[config.mk]
export PLATFORM = sky130hd
export DESIGN_NAME = xmb_ctrl
export DESIGN_NICKNAME = d
export VERILOG_FILES = /design/src/rtl/xmb_pkg.sv /design/src/rtl/xmb_sector_sel.sv /design/src/rtl/xmb_seq.sv /design/src/rtl/xmb_busdrv.sv /design/src/rtl/xmb_ctrl.sv
export SDC_FILE = /design/constraint.sdc
export NUM_CORES = 1
export LEC_CHECK = 0
export BUFFER_PORTS_ARGS = -buffer_cell sky130_fd_sc_hd__buf_2
export CORE_AREA = 2 2 83 85
export DETAILED_ROUTE_END_ITERATION = 7
export DIE_AREA = 0 0 85 87
export GPL_TIMING_DRIVEN = 0
export PLACE_DENSITY = 0.69
export SYNTH_ARGS = -nofsm -noshare
export SYNTH_HDL_FRONTEND = slang
export SYNTH_SLANG_ARGS = --single-unit
[constraint.sdc]
create_clock -name clk -period 1.8 [get_ports clk]
set_clock_uncertainty 0.1 [all_clocks]
set_input_delay 0.36 -clock clk [delete_from_list [all_inputs] [get_ports clk]]
set_output_delay 0.36 -clock clk [all_outputs]
set_load 0.005 [all_outputs]
[src/rtl/xmb_pkg.sv]
package xmb_pkg;
  typedef enum logic [2:0] {
    ST_IDLE, ST_ADDR, ST_LATCH, ST_STRB, ST_HOLD, ST_TURN
  } xmb_state_e;

  localparam int WCODE_W = 2;

  // extra strobe cycles per wait code
  function automatic logic [1:0] strobe_extra(input logic [WCODE_W-1:0] code);
    case (code)
      2'b00:   return 2'd0;
      2'b01:   return 2'd1;
      default: return 2'd2;
    endcase
  endfunction

  // code 11 keeps the high address one cycle past the strobe
  function automatic logic post_hold(input logic [WCODE_W-1:0] code);
    return code == 2'b11;
  endfunction
endpackage

[src/rtl/xmb_sector_sel.sv]
module xmb_sector_sel #(
  parameter int HI_W = 8
) (
  input  logic [HI_W-1:0]             addr_hi,
  input  logic [HI_W-1:0]             limit,
  input  logic [xmb_pkg::WCODE_W-1:0] wait_lo,
  input  logic [xmb_pkg::WCODE_W-1:0] wait_hi,
  output logic [xmb_pkg::WCODE_W-1:0] wcode
);
  assign wcode = (addr_hi < limit) ? wait_lo : wait_hi;
endmodule

[src/rtl/xmb_seq.sv]
module xmb_seq
  import xmb_pkg::*;
(
  input  logic               clk,
  input  logic               rst,
  input  logic               start,
  input  logic [WCODE_W-1:0] wcode,
  output xmb_state_e         st,
  output logic               strb_last
);
  logic [1:0] cnt;
  logic       hold_q;

  always_ff @(posedge clk) begin
    if (rst) begin
      st     <= ST_IDLE;
      cnt    <= '0;
      hold_q <= 1'b0;
    end else begin
      case (st)
        ST_IDLE: if (start) begin
          st     <= ST_ADDR;
          cnt    <= strobe_extra(wcode);
          hold_q <= post_hold(wcode);
        end
        ST_ADDR:  st <= ST_LATCH;
        ST_LATCH: st <= ST_STRB;
        ST_STRB: begin
          if (cnt == 2'd0) st <= hold_q ? ST_HOLD : ST_TURN;
          else             cnt <= cnt - 2'd1;
        end
        ST_HOLD:  st <= ST_TURN;
        ST_TURN:  st <= ST_IDLE;
        default:  st <= ST_IDLE;
      endcase
    end
  end

  assign strb_last = (st == ST_STRB) && (cnt == 2'd0);
endmodule

[src/rtl/xmb_busdrv.sv]
module xmb_busdrv
  import xmb_pkg::*;
#(
  parameter int DATA_W = 8
) (
  input  logic              clk,
  input  logic              rst,
  input  xmb_state_e        st,
  input  logic              wr,
  input  logic [DATA_W-1:0] addr_lo,
  input  logic [DATA_W-1:0] wdata,
  input  logic              keep_en,
  output logic [DATA_W-1:0] ad_o,
  output logic              ad_oe,
  output logic              ad_keep
);
  logic [DATA_W-1:0] last_q;
  logic [DATA_W-1:0] drive;

  always_comb begin
    ad_oe = (st == ST_ADDR) || (wr && ((st == ST_LATCH) || (st == ST_STRB)));
    drive = (st == ST_ADDR) ? addr_lo : wdata;
    ad_o  = ad_oe ? drive : last_q;
  end

  always_ff @(posedge clk) begin
    if (rst)        last_q <= '0;
    else if (ad_oe) last_q <= drive;
  end

  assign ad_keep = keep_en && !ad_oe;
endmodule

[src/rtl/xmb_ctrl.sv]
module xmb_ctrl
  import xmb_pkg::*;
#(
  parameter int ADDR_W = 16,
  parameter int DATA_W = 8,
  localparam int HI_W  = ADDR_W - DATA_W
) (
  input  logic               clk,
  input  logic               rst,
  input  logic [HI_W-1:0]    cfg_limit,
  input  logic [WCODE_W-1:0] cfg_wait_lo,
  input  logic [WCODE_W-1:0] cfg_wait_hi,
  input  logic               cfg_keep_en,
  input  logic               req_valid,
  input  logic               req_write,
  input  logic [ADDR_W-1:0]  req_addr,
  input  logic [DATA_W-1:0]  req_wdata,
  output logic               req_ready,
  output logic               rsp_done,
  output logic [DATA_W-1:0]  rsp_rdata,
  output logic [DATA_W-1:0]  ad_o,
  output logic               ad_oe,
  output logic               ad_keep,
  input  logic [DATA_W-1:0]  ad_i,
  output logic [HI_W-1:0]    ah_o,
  output logic               ale,
  output logic               rd_n,
  output logic               wr_n
);
  xmb_state_e        st;
  logic              strb_last;
  logic              start;
  logic [WCODE_W-1:0] wcode;
  logic [ADDR_W-1:0] addr_q;
  logic [DATA_W-1:0] wdata_q;
  logic              wr_q;
  logic [DATA_W-1:0] rdata_q;

  assign req_ready = (st == ST_IDLE);
  assign start     = req_valid && req_ready;

  xmb_sector_sel #(.HI_W(HI_W)) u_sector (
    .addr_hi (req_addr[ADDR_W-1:DATA_W]),
    .limit   (cfg_limit),
    .wait_lo (cfg_wait_lo),
    .wait_hi (cfg_wait_hi),
    .wcode   (wcode)
  );

  xmb_seq u_seq (
    .clk       (clk),
    .rst       (rst),
    .start     (start),
    .wcode     (wcode),
    .st        (st),
    .strb_last (strb_last)
  );

  always_ff @(posedge clk) begin
    if (rst) begin
      addr_q  <= '0;
      wdata_q <= '0;
      wr_q    <= 1'b0;
      rdata_q <= '0;
    end else begin
      if (start) begin
        addr_q  <= req_addr;
        wdata_q <= req_wdata;
        wr_q    <= req_write;
      end
      if (strb_last && !wr_q) rdata_q <= ad_i;
    end
  end

  xmb_busdrv #(.DATA_W(DATA_W)) u_bus (
    .clk     (clk),
    .rst     (rst),
    .st      (st),
    .wr      (wr_q),
    .addr_lo (addr_q[DATA_W-1:0]),
    .wdata   (wdata_q),
    .keep_en (cfg_keep_en),
    .ad_o    (ad_o),
    .ad_oe   (ad_oe),
    .ad_keep (ad_keep)
  );

  always_comb begin
    ale       = (st == ST_ADDR);
    rd_n      = !((st == ST_STRB) && !wr_q);
    wr_n      = !((st == ST_STRB) && wr_q);
    rsp_done  = (st == ST_TURN);
    rsp_rdata = rdata_q;
    case (st)
      ST_ADDR, ST_LATCH, ST_STRB, ST_HOLD: ah_o = addr_q[ADDR_W-1:DATA_W];
      default:                              ah_o = '0;
    endcase
  end
endmodule

# Yosys cells after proc, flatten, opt, wreduce, memory -nomap -nowiden
# Index checks and enable logic that the tools add are counted.
[totals]
n_memories = 0
latch_bits = 0
ram_bits = 0
word_cells = 53
out_inout_bits = 31
register_bits = 47
mem_bits_ro = 0
input_bits = 49
[op_classes]
n_div = 0
mul = 0
shifts = 0
reduce_logical = 21
order_cmp = 1
bitwise = 0
eq_ne = 10
add_sub_neg = 1
muxes = 12
[op_table]
columns = ["cell", "n"]
rows = [
  ["2-to-1 mux 8 bit", 3],
  ["one-hot mux 3 bit (5 select lines)", 1],
  ["< comparator 8 bit", 1],
  ["one-hot mux 2 bit (2 select lines)", 2],
  ["logical AND 1 bit", 7],
  ["equality test 3 x 2 -> 1 bit, second input constant", 2],
  ["equality test 3 bit, second input constant", 2],
  ["2-to-1 mux 2 bit", 3],
  ["2-to-1 mux 3 bit", 2],
  ["zero test 1 bit", 4],
  ["zero test 2 bit", 2],
  ["!= test 2 x 1 -> 1 bit, second input constant", 2],
  ["AND reduction 2 bit", 2],
  ["OR reduction 4 bit", 1],
  ["equality test 3 x 1 -> 1 bit, second input constant", 1],
  ["zero test 3 bit", 1],
  ["AND reduction 3 bit", 1],
  ["equality test 2 x 1 -> 1 bit, second input constant", 1],
  ["equality test 2 bit, second input constant", 1],
  ["logical OR 1 bit", 2],
  ["!= test 2 bit, second input constant", 1],
  ["nonzero test 2 bit", 1],
  ["subtractor 2 x 1 -> 2 bit, second input constant", 1],
  ["2-to-1 mux 1 bit", 1],
]

# Depth between registers and ports, before layout
# Gate-level depths: netlist of the first run.
[depth]
ltp_word = 6
mapped_depth = 8

# Cells and area by module
# From an unflattened synthesis of the first run, not the netlist that was laid out.
[unflattened]
hier_cells = 267
hier_area_um2 = 2368.5
[modules_own_cells]
columns = ["module", "cells_each", "area_each_um2", "seq_area_each_um2", "instances"]
rows = [
  ["xmb_ctrl", 153, 1321.3, 660.6, 1],
  ["xmb_busdrv", 50, 514.2, 160.2, 1],
  ["xmb_seq", 38, 322.8, 120.1, 1],
  ["xmb_sector_sel", 26, 210.2, 0.0, 1],
]

# Worst setup path before layout of the first run
# Ideal clock, no wire load.
[synth_path]
path_kind = "input-to-reg"
from = "input cfg_limit[1]"
to = "register u_seq.cnt[0]"
path_slack_ns = -0.008
required_time_ns = 1.566
t_arrival_ns = 1.574
path_buffers = 0
setup_time_ns = 0.134
stages = 6
cell_sequence = "inv_1 ha_1 a2111o_1 a21oi_1 mux2i_1 o22ai_1"
[synth_via]
elab_chain_len = 6
[synth_rtl]
columns = ["item", "line", "text"]
rows = [
  ["from (decl)", "xmb_ctrl.sv:10", "input logic [HI_W-1:0] cfg_limit,"],
  ["< comparator 8 bit (*)", "xmb_sector_sel.sv:10", "assign wcode = (addr_hi < limit) ? wait_lo : wait_hi;"],
  ["2-to-1 mux 2 bit (*)", "xmb_sector_sel.sv:10", ""],
  ["equality test 2 x 1 -> 1 bit or zero test 2 bit (tied branches)", "xmb_pkg.sv:10", "case (code)"],
  ["one-hot mux 2 bit (2 select lines) (*)", "xmb_pkg.sv:10", ""],
  ["2-to-1 mux 2 bit (*)", "xmb_seq.sv:21", "ST_IDLE: if (start) begin"],
  ["one-hot mux 2 bit (2 select lines) (*)", "xmb_seq.sv:20", "case (st)"],
  ["to (signal assigned)", "xmb_seq.sv:23", "cnt <= strobe_extra(wcode);"],
  ["to (signal assigned)", "xmb_seq.sv:30", "else cnt <= cnt - 2'd1;"],
  ["to (decl)", "xmb_seq.sv:11", "logic [1:0] cnt;"],
]
# Mark *: on every way between the ends. The rest lies on a longest branch, timed or not. The select of a mux whose other input is x is not followed.
# A chain may end at the register's enable or synchronous reset.

# Worst setup path after layout of the first run
[layout_path]
from = "register u_seq.st[2]"
to = "output ad_o[1]"
[layout_via]
elab_chain_len = 5
[layout_rtl]
columns = ["item", "line", "text"]
rows = [
  ["from (decl)", "xmb_seq.sv:8", "output xmb_state_e st,"],
  ["from (signal assigned)", "xmb_seq.sv:29", "if (cnt == 2'd0) st <= hold_q ? ST_HOLD : ST_TURN;"],
  ["equality test 3 x 2 -> 1 bit", "xmb_busdrv.sv:21", "ad_oe = (st == ST_ADDR) || (wr && ((st == ST_LATCH) || (st == ST_STRB)));"],
  ["logical OR 1 bit", "xmb_busdrv.sv:21", ""],
  ["logical AND 1 bit", "xmb_busdrv.sv:21", ""],
  ["logical OR 1 bit", "xmb_busdrv.sv:21", ""],
  ["2-to-1 mux 8 bit (*)", "n/a", ""],
  ["to (decl)", "xmb_ctrl.sv:21", "output logic [DATA_W-1:0] ad_o,"],
]
# Mark *: on every way between the ends. The rest lies on a longest branch, timed or not.

==> results.tsv, run 1 <==
metric	value	unit
final net count	449	
failing checks	negative setup slack	
HP Class	input port to register	
Hold Crit Endpoint	rsp_rdata[1]	
final setup margin	-213.8	ps
Max Root-Sink Buffers	2	
count of cell types in the netlist	33	
total CTS buffers	5	
Compound-Gate Fraction of Synth Area	13.08	%
CTS Sinks	47	
Hold Crit Start	ad_i[1]	
Area Growth Syn to Fin	52.96	%
R2R Path End	u_bus.last_q[1]	
number of flops mapped to enable cells by yosys	0	
Congestion Overflow GR	0	
Synth Flop Type	dfxtp_1	
hold path cells	3	
post-synthesis xor/xnor area fraction	0.3982	%
first drt pass iteration count	6	
CP Class	register to output pin	
number of I/O pins	80	
Rel. slew slack	60.15	%
Lkg Pwr	1.679	nW
status	finished with violations	
Final period util	111.9	%
HPWL Detailed	3.930	mm
maxcap violations	0	
Die Area	7395	sq um
Root Buffer	clkbuf_8	
Synth Net Count	329	
CP required	1340	ps
CP arrival	1550	ps
maximum vdd drop	0.4102	mV
worst reg2reg path startpoint	u_seq.st[2]	
IO buf count	79	
clock power share	26.0	%
routed vias	2242	
Max Fclk	496.6	MHz
GP Congestion	0.8425	
DRC	0	
Async S/R FF share, synth	0	%
post-synth top area share	42.78	%
Pins Over Slew Limit	0	
yosys synthesis warning count	0	
total track usage	16.93	%
#FFs+latches synth	47	
Vias/cell	4.750	
sequential share of power	45.8	%
filler instances	634	
multiplexer area fraction after synthesis	8.191	%
drt initial violations	58	
width of the chip	85	microns
Final Setup Violations	45	
Starting Density	33.49	%
Worst R2R Path Depth	10	
largest net degree at the start of global routing	14	
largest area contributor in the netlist	dfxtp_1	
layout cells sized above 1	44.13	%
Comb pwr share	28.2	%
Final Hold Fails	0	
routed len/inst	13.43	microns
Synth Area in Simple Gates	24.80	%
largest family of logic cells by synthesized area	simple AND/OR/NAND/NOR gates	
RSZ-0062 raised after global routing	yes	
Worst setup EP type	output pin	
row cnt	30	
Post-Syn Area	2200	sq um
Clock transition at path regs	80	ps
vias in the first global route	2118	
CTS tree	built	
switching pwr	0.0007205	W
cells taking the most area after synthesis	dfxtp_1 (43%), nand2_1 (11%), mux2i_1 (8.2%)	
Die Y	87	microns
Core ar.	6569	sq um
first-pass GRT wire length	9.915	mm
sequential share of the synthesized area	42.78	%
Switching Share	28.78	%
Pwr Density	744.1	nW/um^2
diode count	0	
initial antenna violation count	0	
Pint	0.001783	W
Final TNS setup	-4435	ps
Post-DRT Antenna Nets	0	
Worst-Skew Late Latency	300	ps
startpoint types	register	
drt total wl	6.337	mm
adder-cell area share of the yosys netlist	4.551	%
fin util	51.22	%
Synth Area per Inst	8.087	sq um
Reg2Reg Setup Slack	-150	ps
crit path max fanout	5	
H-tree depth	2	
Slew @ Worst Pin	597.8	ps
Cells after Synth	272	
min cycle time layout	2014	ps
through the flow:
stage | area, sq um | worst slack [ps] | std cells | hold slack (ps) | power [W]
final | 3364 | -213.8 | 472 | 183.7 | 0.002504
after global routing | 3364 | -294.1 | 472 | 188.1 | 0.002641
after CTS | 3134 | -232.6 | 464 | 180.4 | 0.002416
after detailed placement | 2699 | -460.3 | 431 | 343.7 | 0.001621
after global placement | 2699 | -425.3 | 431 | 339.2 | 0.001610
after floorplan | 2203 | 7.308 | 272 | 331.7 | 0.001445
cells in the mapped netlist, types with 3 or more instances:
cell / number
inv_1: 13
a31oi_1: 3
nand3b_1: 3
dfxtp_1: 47
o21ai_0: 11
nor2b_1: 12
a21oi_1: 31
nand2_1: 64
ha_1: 8
and2_1: 10
clkbuf_1: 8
nor2_1: 15
mux2i_1: 18
buf_2: 7
layout by cell type, fill, tap and decap left out, drive strengths merged, types with 2 or more instances in the layout:
| master | n |
|---|---|
| nor3 | 2 |
| a21oi | 31 |
| nor2 | 16 |
| and2 | 10 |
| nand2 | 64 |
| dfxtp | 47 |
| a31oi | 3 |
| buf | 125 |
| ha | 8 |
| o21ai | 12 |
| nor2b | 12 |
| mux2i | 18 |
| clkbuf | 11 |
| inv | 13 |
| nand2b | 2 |
| nand3b | 3 |
flip-flops by register name (all words and copies together), names as in the netlist:
register,cells
addr_q,16
rsp_rdata,8
u_bus.last_q,8
wdata_q,8
u_seq.st,3
u_seq.cnt,2
u_seq.hold_q,1
wr_q,1
critical path, stage by stage (launching register included):
cell	delay (ps)
dfxtp_2	340
buf_6	110
nand3b_1	200
buf_4	200
mux2i_1	130
o21ai_2	140
buf_2	130
per-layer routing:
| layer | track usage, % | up-vias | routed length, microns |
|---|---|---|---|
| met3 | 3.791 | 10 | 375 |
| met4 | 4.618 | 0 | 93 |
| met5 | 0 | - | 0 |
| met1 | 20.98 | 1027 | 2761 |
| li1 | - | 1136 | - |
| met2 | 29.62 | 69 | 3107 |
kinds of logic (layout without fill, tap and decap cells):
| logic type | after synthesis | after routing |
|---|---|---|
| buffers and inverters | 30 | 150 |
| muxes | 18 | 18 |
| xor gates and xnor gates | 1 | 1 |
| and+or+nand+nor | 117 | 117 |
| AOI/OAI and AO/OA | 51 | 51 |
| DFF | 47 | 47 |
| adders and majority gates | 8 | 8 |
power groups by stage:
stage / clock network (W) / logic [W] / registers, W
after floorplan: 0 / 0.000290 / 0.00116
after global placement: 0 / 0.000450 / 0.00116
after detailed placement: 0 / 0.000458 / 0.00116
after CTS: 0.000672 / 0.000604 / 0.00114
after global routing: 0.000711 / 0.000773 / 0.00116
final: 0.000650 / 0.000706 / 0.00115
area by class of cell:
type	instances	area, sq um	area share (%)
buffer	15	135.1	4.016
clock buffer	6	82.58	2.454
clock inverter	1	5.005	0.1488
inverter	13	48.80	1.450
multi-input combinational	195	1277	37.97
sequential	47	949.7	28.23
tap	80	100.1	2.975
timing repair buffer	115	765.7	22.76
worst max-delay path by stage:
| stage | from | to | slack [ps] | cells after the start |
|---|---|---|---|---|
| finish | u_seq.st[2] | ad_o[1] | -210 | 6 |
| global route | u_seq.st[2] | ad_o[1] | -290 | 6 |
| CTS | u_seq.st[2] | ad_o[5] | -230 | 6 |
| detailed placement | u_seq.st[0] | ad_o[5] | -460 | 8 |
| global placement | u_seq.st[0] | ad_o[3] | -430 | 8 |
| floorplan | u_seq.st[0] | ad_keep | 7 | 7 |
what timing repair did:
item,in CTS,in global routing
hold buffers,0,0
resized for setup,51,49
cloned,2,1
pin swaps,9,13
buffers inserted,25,8
endpoints found under the setup margin,40,53
(Power assumes the default switching activity.)
==> run 2: changes to the inputs <==
--- a/config.mk
+++ b/config.mk
@@ -6,11 +6,11 @@
 export NUM_CORES = 1
 export LEC_CHECK = 0
 export BUFFER_PORTS_ARGS = -buffer_cell sky130_fd_sc_hd__buf_2
-export CORE_AREA = 2 2 83 85
+export CORE_AREA = 2 2 81 83
 export DETAILED_ROUTE_END_ITERATION = 7
-export DIE_AREA = 0 0 85 87
+export DIE_AREA = 0 0 83 85
 export GPL_TIMING_DRIVEN = 0
-export PLACE_DENSITY = 0.69
+export PLACE_DENSITY = 0.71
 export SYNTH_ARGS = -nofsm -noshare
 export SYNTH_HDL_FRONTEND = slang
 export SYNTH_SLANG_ARGS = --single-unit
==> results.tsv, run 2 (synthesis gave the netlist of run 1 again) <==
metric	value	unit
status	finished with violations	
failing checks	negative setup slack	
total CTS buffers	5	
Reg2Reg Setup Slack	-20	ps
Worst R2R Path Depth	7	
commonest non-fill, non-tap cell in the layout	buf_2	
DRC	0	
Clock transition at path regs	80	ps
CTS tree	built	
RSZ-0062 raised after global routing	yes	
row cnt	29	
fin util	52.55	%
H-tree depth	2	
Reg with most FFs	addr_q	
hold path cells	3	
Slew @ Worst Pin	551.2	ps
GP Congestion	0.7844	
CP startpoint	u_seq.st[2]	
crit path max fanout	5	
Core ar.	6205	sq um
Multi-input gate area	1264	sq um
first-pass GRT wire length	10.02	mm
initial antenna violation count	0	
drt total wl	6.201	mm
Max Fclk	493.0	MHz
routed vias	2189	
R2R Path End	u_seq.cnt[0]	
pre-CTS WS	-447.0	ps
Root Buffer	clkbuf_8	
Lkg Pwr	1.621	nW
max incr delay on CP	330	ps
drt initial violations	57	
hold slack	185.9	ps
most frequent cells in the layout	buf_2 (73), nand2_1 (60), dfxtp_1 (44)	
width of the chip	83	microns
CP arrival	1570	ps
Critical Path End	ad_o[5]	
startpoint types	register	
maximum vdd drop	0.3928	mV
Post-DRT Antenna Nets	0	
maxcap violations	0	
layout cells sized above 1	41.10	%
final setup margin	-228.4	ps
HP Class	input port to register	
CTS Sinks	47	
total track usage	17.40	%
filler instances	598	
CP Class	register to output pin	
Congestion Overflow GR	0	
largest net degree at the start of global routing	15	
IO buf count	79	
final net count	438	
Critical Path Slowest Stage Cell	dfxtp_2	
critical path, cell by cell	buf_4 > nor2b_4 > nor2b_4 > buf_8 > buf_8 > nand2_1 > o21ai_2 > buf_2	
hold_buf cts	0	
Final Setup Violations	22	
Vias/cell	4.769	
Pins Over Slew Limit	0	
diode count	0	
HPWL Detailed	4.080	mm
Pwr Density	777.8	nW/um^2
Worst-Skew Late Latency	300	ps
Sequential Area	947.2	sq um
Final period util	112.7	%
Rel. slew slack	63.25	%
Max Root-Sink Buffers	2	
worst reg2reg path startpoint	u_seq.st[2]	
vias in the first global route	2197	
CP required	1340	ps
Final Hold Fails	0	
Die Area	7055	sq um
Die Y	85	microns
Worst setup EP type	output pin	
Final TNS setup	-3060	ps
first drt pass iteration count	4	
routed len/inst	13.51	microns
Largest register FFs	16	
min cycle time layout	2028	ps
Starting Density	35.45	%
number of I/O pins	80	
Area Growth Syn to Fin	48.24	%
## run 2: changes by cell type in the layout (fill, tap and decap cells not counted), moves of 2 or more
cell and change:
buf_6 -2, buf_8 +2, buf_2 +2, nand2_1 +5, nand2_2 -6, buf_4 -12
## run 2: cell type report
class                   instances  share of cell area, %
plain buffers                  15                  4.106
clock buffers                   7                  2.955
repair buffers                104                  20.45
flip-flops and latches         47                  29.05
well taps                      77                  2.955
clock inverters                 1                 0.2302
inverters                      13                  1.497
multi-input cells             195                  38.76
## run 2: worst min path at each step
stage | slack (ps) | startpoint | endpoint
final | 190 | ad_i[0] | rsp_rdata[0]
after global routing | 190 | req_addr[6] | addr_q[6]
after detailed placement | 340 | addr_q[11] | addr_q[11]
after floorplan | 330 | addr_q[10] | addr_q[10]
after global placement | 340 | addr_q[9] | addr_q[9]
after CTS | 180 | req_write | wr_q
## run 2: per-stage QoR
stage | power (W) | cells | area (sq um)
2_1_floorplan | 0.001445 | 272 | 2203
3_3_place_gp | 0.001607 | 428 | 2695
3_5_place_dp | 0.001622 | 428 | 2695
4_1_cts | 0.002477 | 451 | 3134
5_1_grt | 0.002672 | 459 | 3261
6_report | 0.002536 | 459 | 3261
## run 2: worst max-delay path, delay by kind of cell (launching register included)
kind,cells,cell delay [ps]
compound gates,1,80
buf+inv,4,510
flops,1,330
simple gates,3,340
## run 2: timing repair
item / CTS / global route
resized for setup: 71 / 21
pin swaps: 19 / 8
cloned: 2 / 1
endpoints found under the setup margin: 42 / 52
buffers inserted: 14 / 9
## run 2: where the power goes
part           internal (W)  leakage [nW]  switching, W
Clock              0.000350        0.0505      0.000367
Combinational      0.000351          1.19      0.000321
Sequential          0.00111         0.385     0.0000399
Total               0.00181          1.62      0.000728
## run 2: metal layers
layer | vias to the layer above | global-route usage (%) | part of all wire, %
li1 | 1117 | - | -
met1 | 996 | 20.57 | 44
met2 | 64 | 30.72 | 49
met3 | 12 | 4.475 | 5.3
met4 | 0 | 5.961 | 1.5
met5 | - | 0 | 0
==> run 3: changes to the inputs <==
--- a/config.mk
+++ b/config.mk
@@ -5,10 +5,10 @@
 export SDC_FILE = /design/constraint.sdc
 export NUM_CORES = 1
 export LEC_CHECK = 0
-export BUFFER_PORTS_ARGS = -buffer_cell sky130_fd_sc_hd__buf_2
-export CORE_AREA = 2 2 81 83
+export BUFFER_PORTS_ARGS = -buffer_cell sky130_fd_sc_hd__buf_4
+export CORE_AREA = 5 5 84 86
 export DETAILED_ROUTE_END_ITERATION = 7
-export DIE_AREA = 0 0 83 85
+export DIE_AREA = 0 0 89 91
 export GPL_TIMING_DRIVEN = 0
 export PLACE_DENSITY = 0.71
 export SYNTH_ARGS = -nofsm -noshare
==> results.tsv, run 3 (synthesis gave the netlist of run 1 again) <==
metric	value	unit
DRC	0	
first drt pass iteration count	4	
CP Class	register to output pin	
failing checks	negative setup slack	
Congestion Overflow GR	0	
CP required	1340	ps
Top Family by Delay on Critical Path	buffers and inverters	
first-pass GRT wire length	10.09	mm
CP arrival	1580	ps
vias in the first global route	2162	
Clock transition at path regs	80	ps
HP Class	input port to register	
sequential share of power	40.9	%
Hold Crit Endpoint	rsp_rdata[2]	
routed len/inst	14.38	microns
worst reg2reg path startpoint	u_seq.st[2]	
Largest register FFs	16	
Max Fclk	489.4	MHz
final net count	442	
CP bufs+invs	3	
Final TNS setup	-4398	ps
IO buf count	79	
Reg2Reg Setup Slack	-80	ps
Worst setup EP type	output pin	
largest net degree at the start of global routing	15	
Area Growth Syn to Fin	62.86	%
Final Hold Fails	0	
width of the chip	89	microns
HPWL Detailed	4.385	mm
RSZ-0062 raised after global routing	yes	
CP most frequent cell	buf_6	
Starting Density	35.45	%
R2R Path End	u_seq.cnt[0]	
Post-DRT Antenna Nets	0	
Worst-Skew Late Latency	300	ps
Die Area	8099	sq um
Worst R2R Path Depth	7	
drt initial violations	86	
hold path cells	3	
Pint	0.002083	W
CTS Sinks	47	
Max Root-Sink Buffers	2	
Slew @ Worst Pin	523.7	ps
clock power share	32.1	%
Pins Over Slew Limit	0	
CTS tree	built	
commonest non-fill, non-tap cell in the layout	buf_4	
switching pwr	0.0007235	W
critical path, cell by cell	buf_6 > nand3b_1 > buf_6 > mux2i_1 > o21ai_2 > buf_4	
Hold Crit Start	ad_i[2]	
Reg with most FFs	addr_q	
crit path max fanout	5	
row cnt	29	
startpoint types	register	
Switching Share	25.78	%
Final Setup Violations	43	
initial antenna violation count	0	
total track usage	15.63	%
min cycle time layout	2043	ps
most frequent cells in the layout	buf_4 (89), nand2_1 (54), dfxtp_1 (44)	
number of I/O pins	80	
Pwr Density	783.6	nW/um^2
total CTS buffers	5	
Rel. slew slack	65.08	%
routed vias	2247	
GP Congestion	0.7630	
Root Buffer	clkbuf_8	
Final period util	113.5	%
drt total wl	6.656	mm
maxcap violations	0	
total power	0.002807	W
layout cells sized above 1	43.26	%
diode count	0	
max incr delay on CP	330	ps
status	finished with violations	
Critical Path Slowest Stage Cell	dfxtp_2	
Die Y	91	microns
maximum vdd drop	0.5129	mV
Comb pwr share	27.0	%
Lkg Pwr	1.704	nW
Vias/cell	4.853	
final setup margin	-243.4	ps
H-tree depth	2	
Core ar.	6205	sq um
[run 3: what timing repair did]
action | 4_1_cts | 5_1_grt
setup buffers | 17 | 8
setup endpoints to repair | 40 | 52
hold endpoints to repair | 0 | 0
resized for setup | 64 | 34
pin swaps | 11 | 11
hold buffers | 0 | 0
gates cloned | 2 | 2
[run 3: metal layers]
| metal | routed length (microns) | global-route usage, % | part of all wire [%] |
|---|---|---|---|
| met1 | 2714 | 20.00 | 41 |
| met2 | 3294 | 25.43 | 49 |
| met3 | 571 | 4.344 | 8.6 |
| met4 | 76 | 4.715 | 1.1 |
| met5 | 0 | 0 | 0 |
[run 3: cell type report]
cell class / count / area (sq um)
flip-flops and latches: 47 / 947.2
repair buffers: 108 / 949.7
multi-input cells: 195 / 1272
clock buffers: 6 / 72.57
clock inverters: 2 / 60.06
inverters: 13 / 48.80
well taps: 77 / 96.34
plain buffers: 15 / 135.1
fillers: 551 / 2623
[run 3: worst max path at each step]
stage                     slack, ps   startpoint  depth (start not counted)       to
after global placement         -440  u_seq.st[0]                          8  ad_o[0]
after global routing           -290  u_seq.st[2]                          8  ad_o[3]
after floorplan                   7  u_seq.st[0]                          7  ad_keep
after detailed placement       -460  u_seq.st[0]                          8  ad_o[0]
after CTS                      -250  u_seq.st[0]                          8  ad_keep
final                          -240  u_seq.st[2]                          6  ad_o[0]
[run 3: worst min-delay path, delay by kind of cell]
family / cells / cell delay (ps)
AND/OR/NAND/NOR: 1 / 70
multiplexers: 1 / 50
buffers and inverters: 1 / 80
[run 3: through the flow]
step	instance area [sq um]	instances	utilization (%)	hold WS [ps]	setup WS [ps]
after detailed placement	2893	428	46.62	343.3	-455.2
after CTS	3367	454	54.26	184.2	-245.0
after global placement	2893	428	46.62	339.3	-440.3
final	3582	463	57.73	191.7	-243.4
after floorplan	2203	272	-	331.7	7.308
after global routing	3582	463	57.73	196.3	-293.1
[run 3: power groups by stage]
stage               combinational, W  sequential [W]  clock, W
finish                      0.000759         0.00115  0.000900
floorplan                   0.000290         0.00116         0
detailed placement          0.000510         0.00116         0
global placement            0.000499         0.00116         0
global route                0.000823         0.00116  0.000974
CTS                         0.000660         0.00114  0.000925
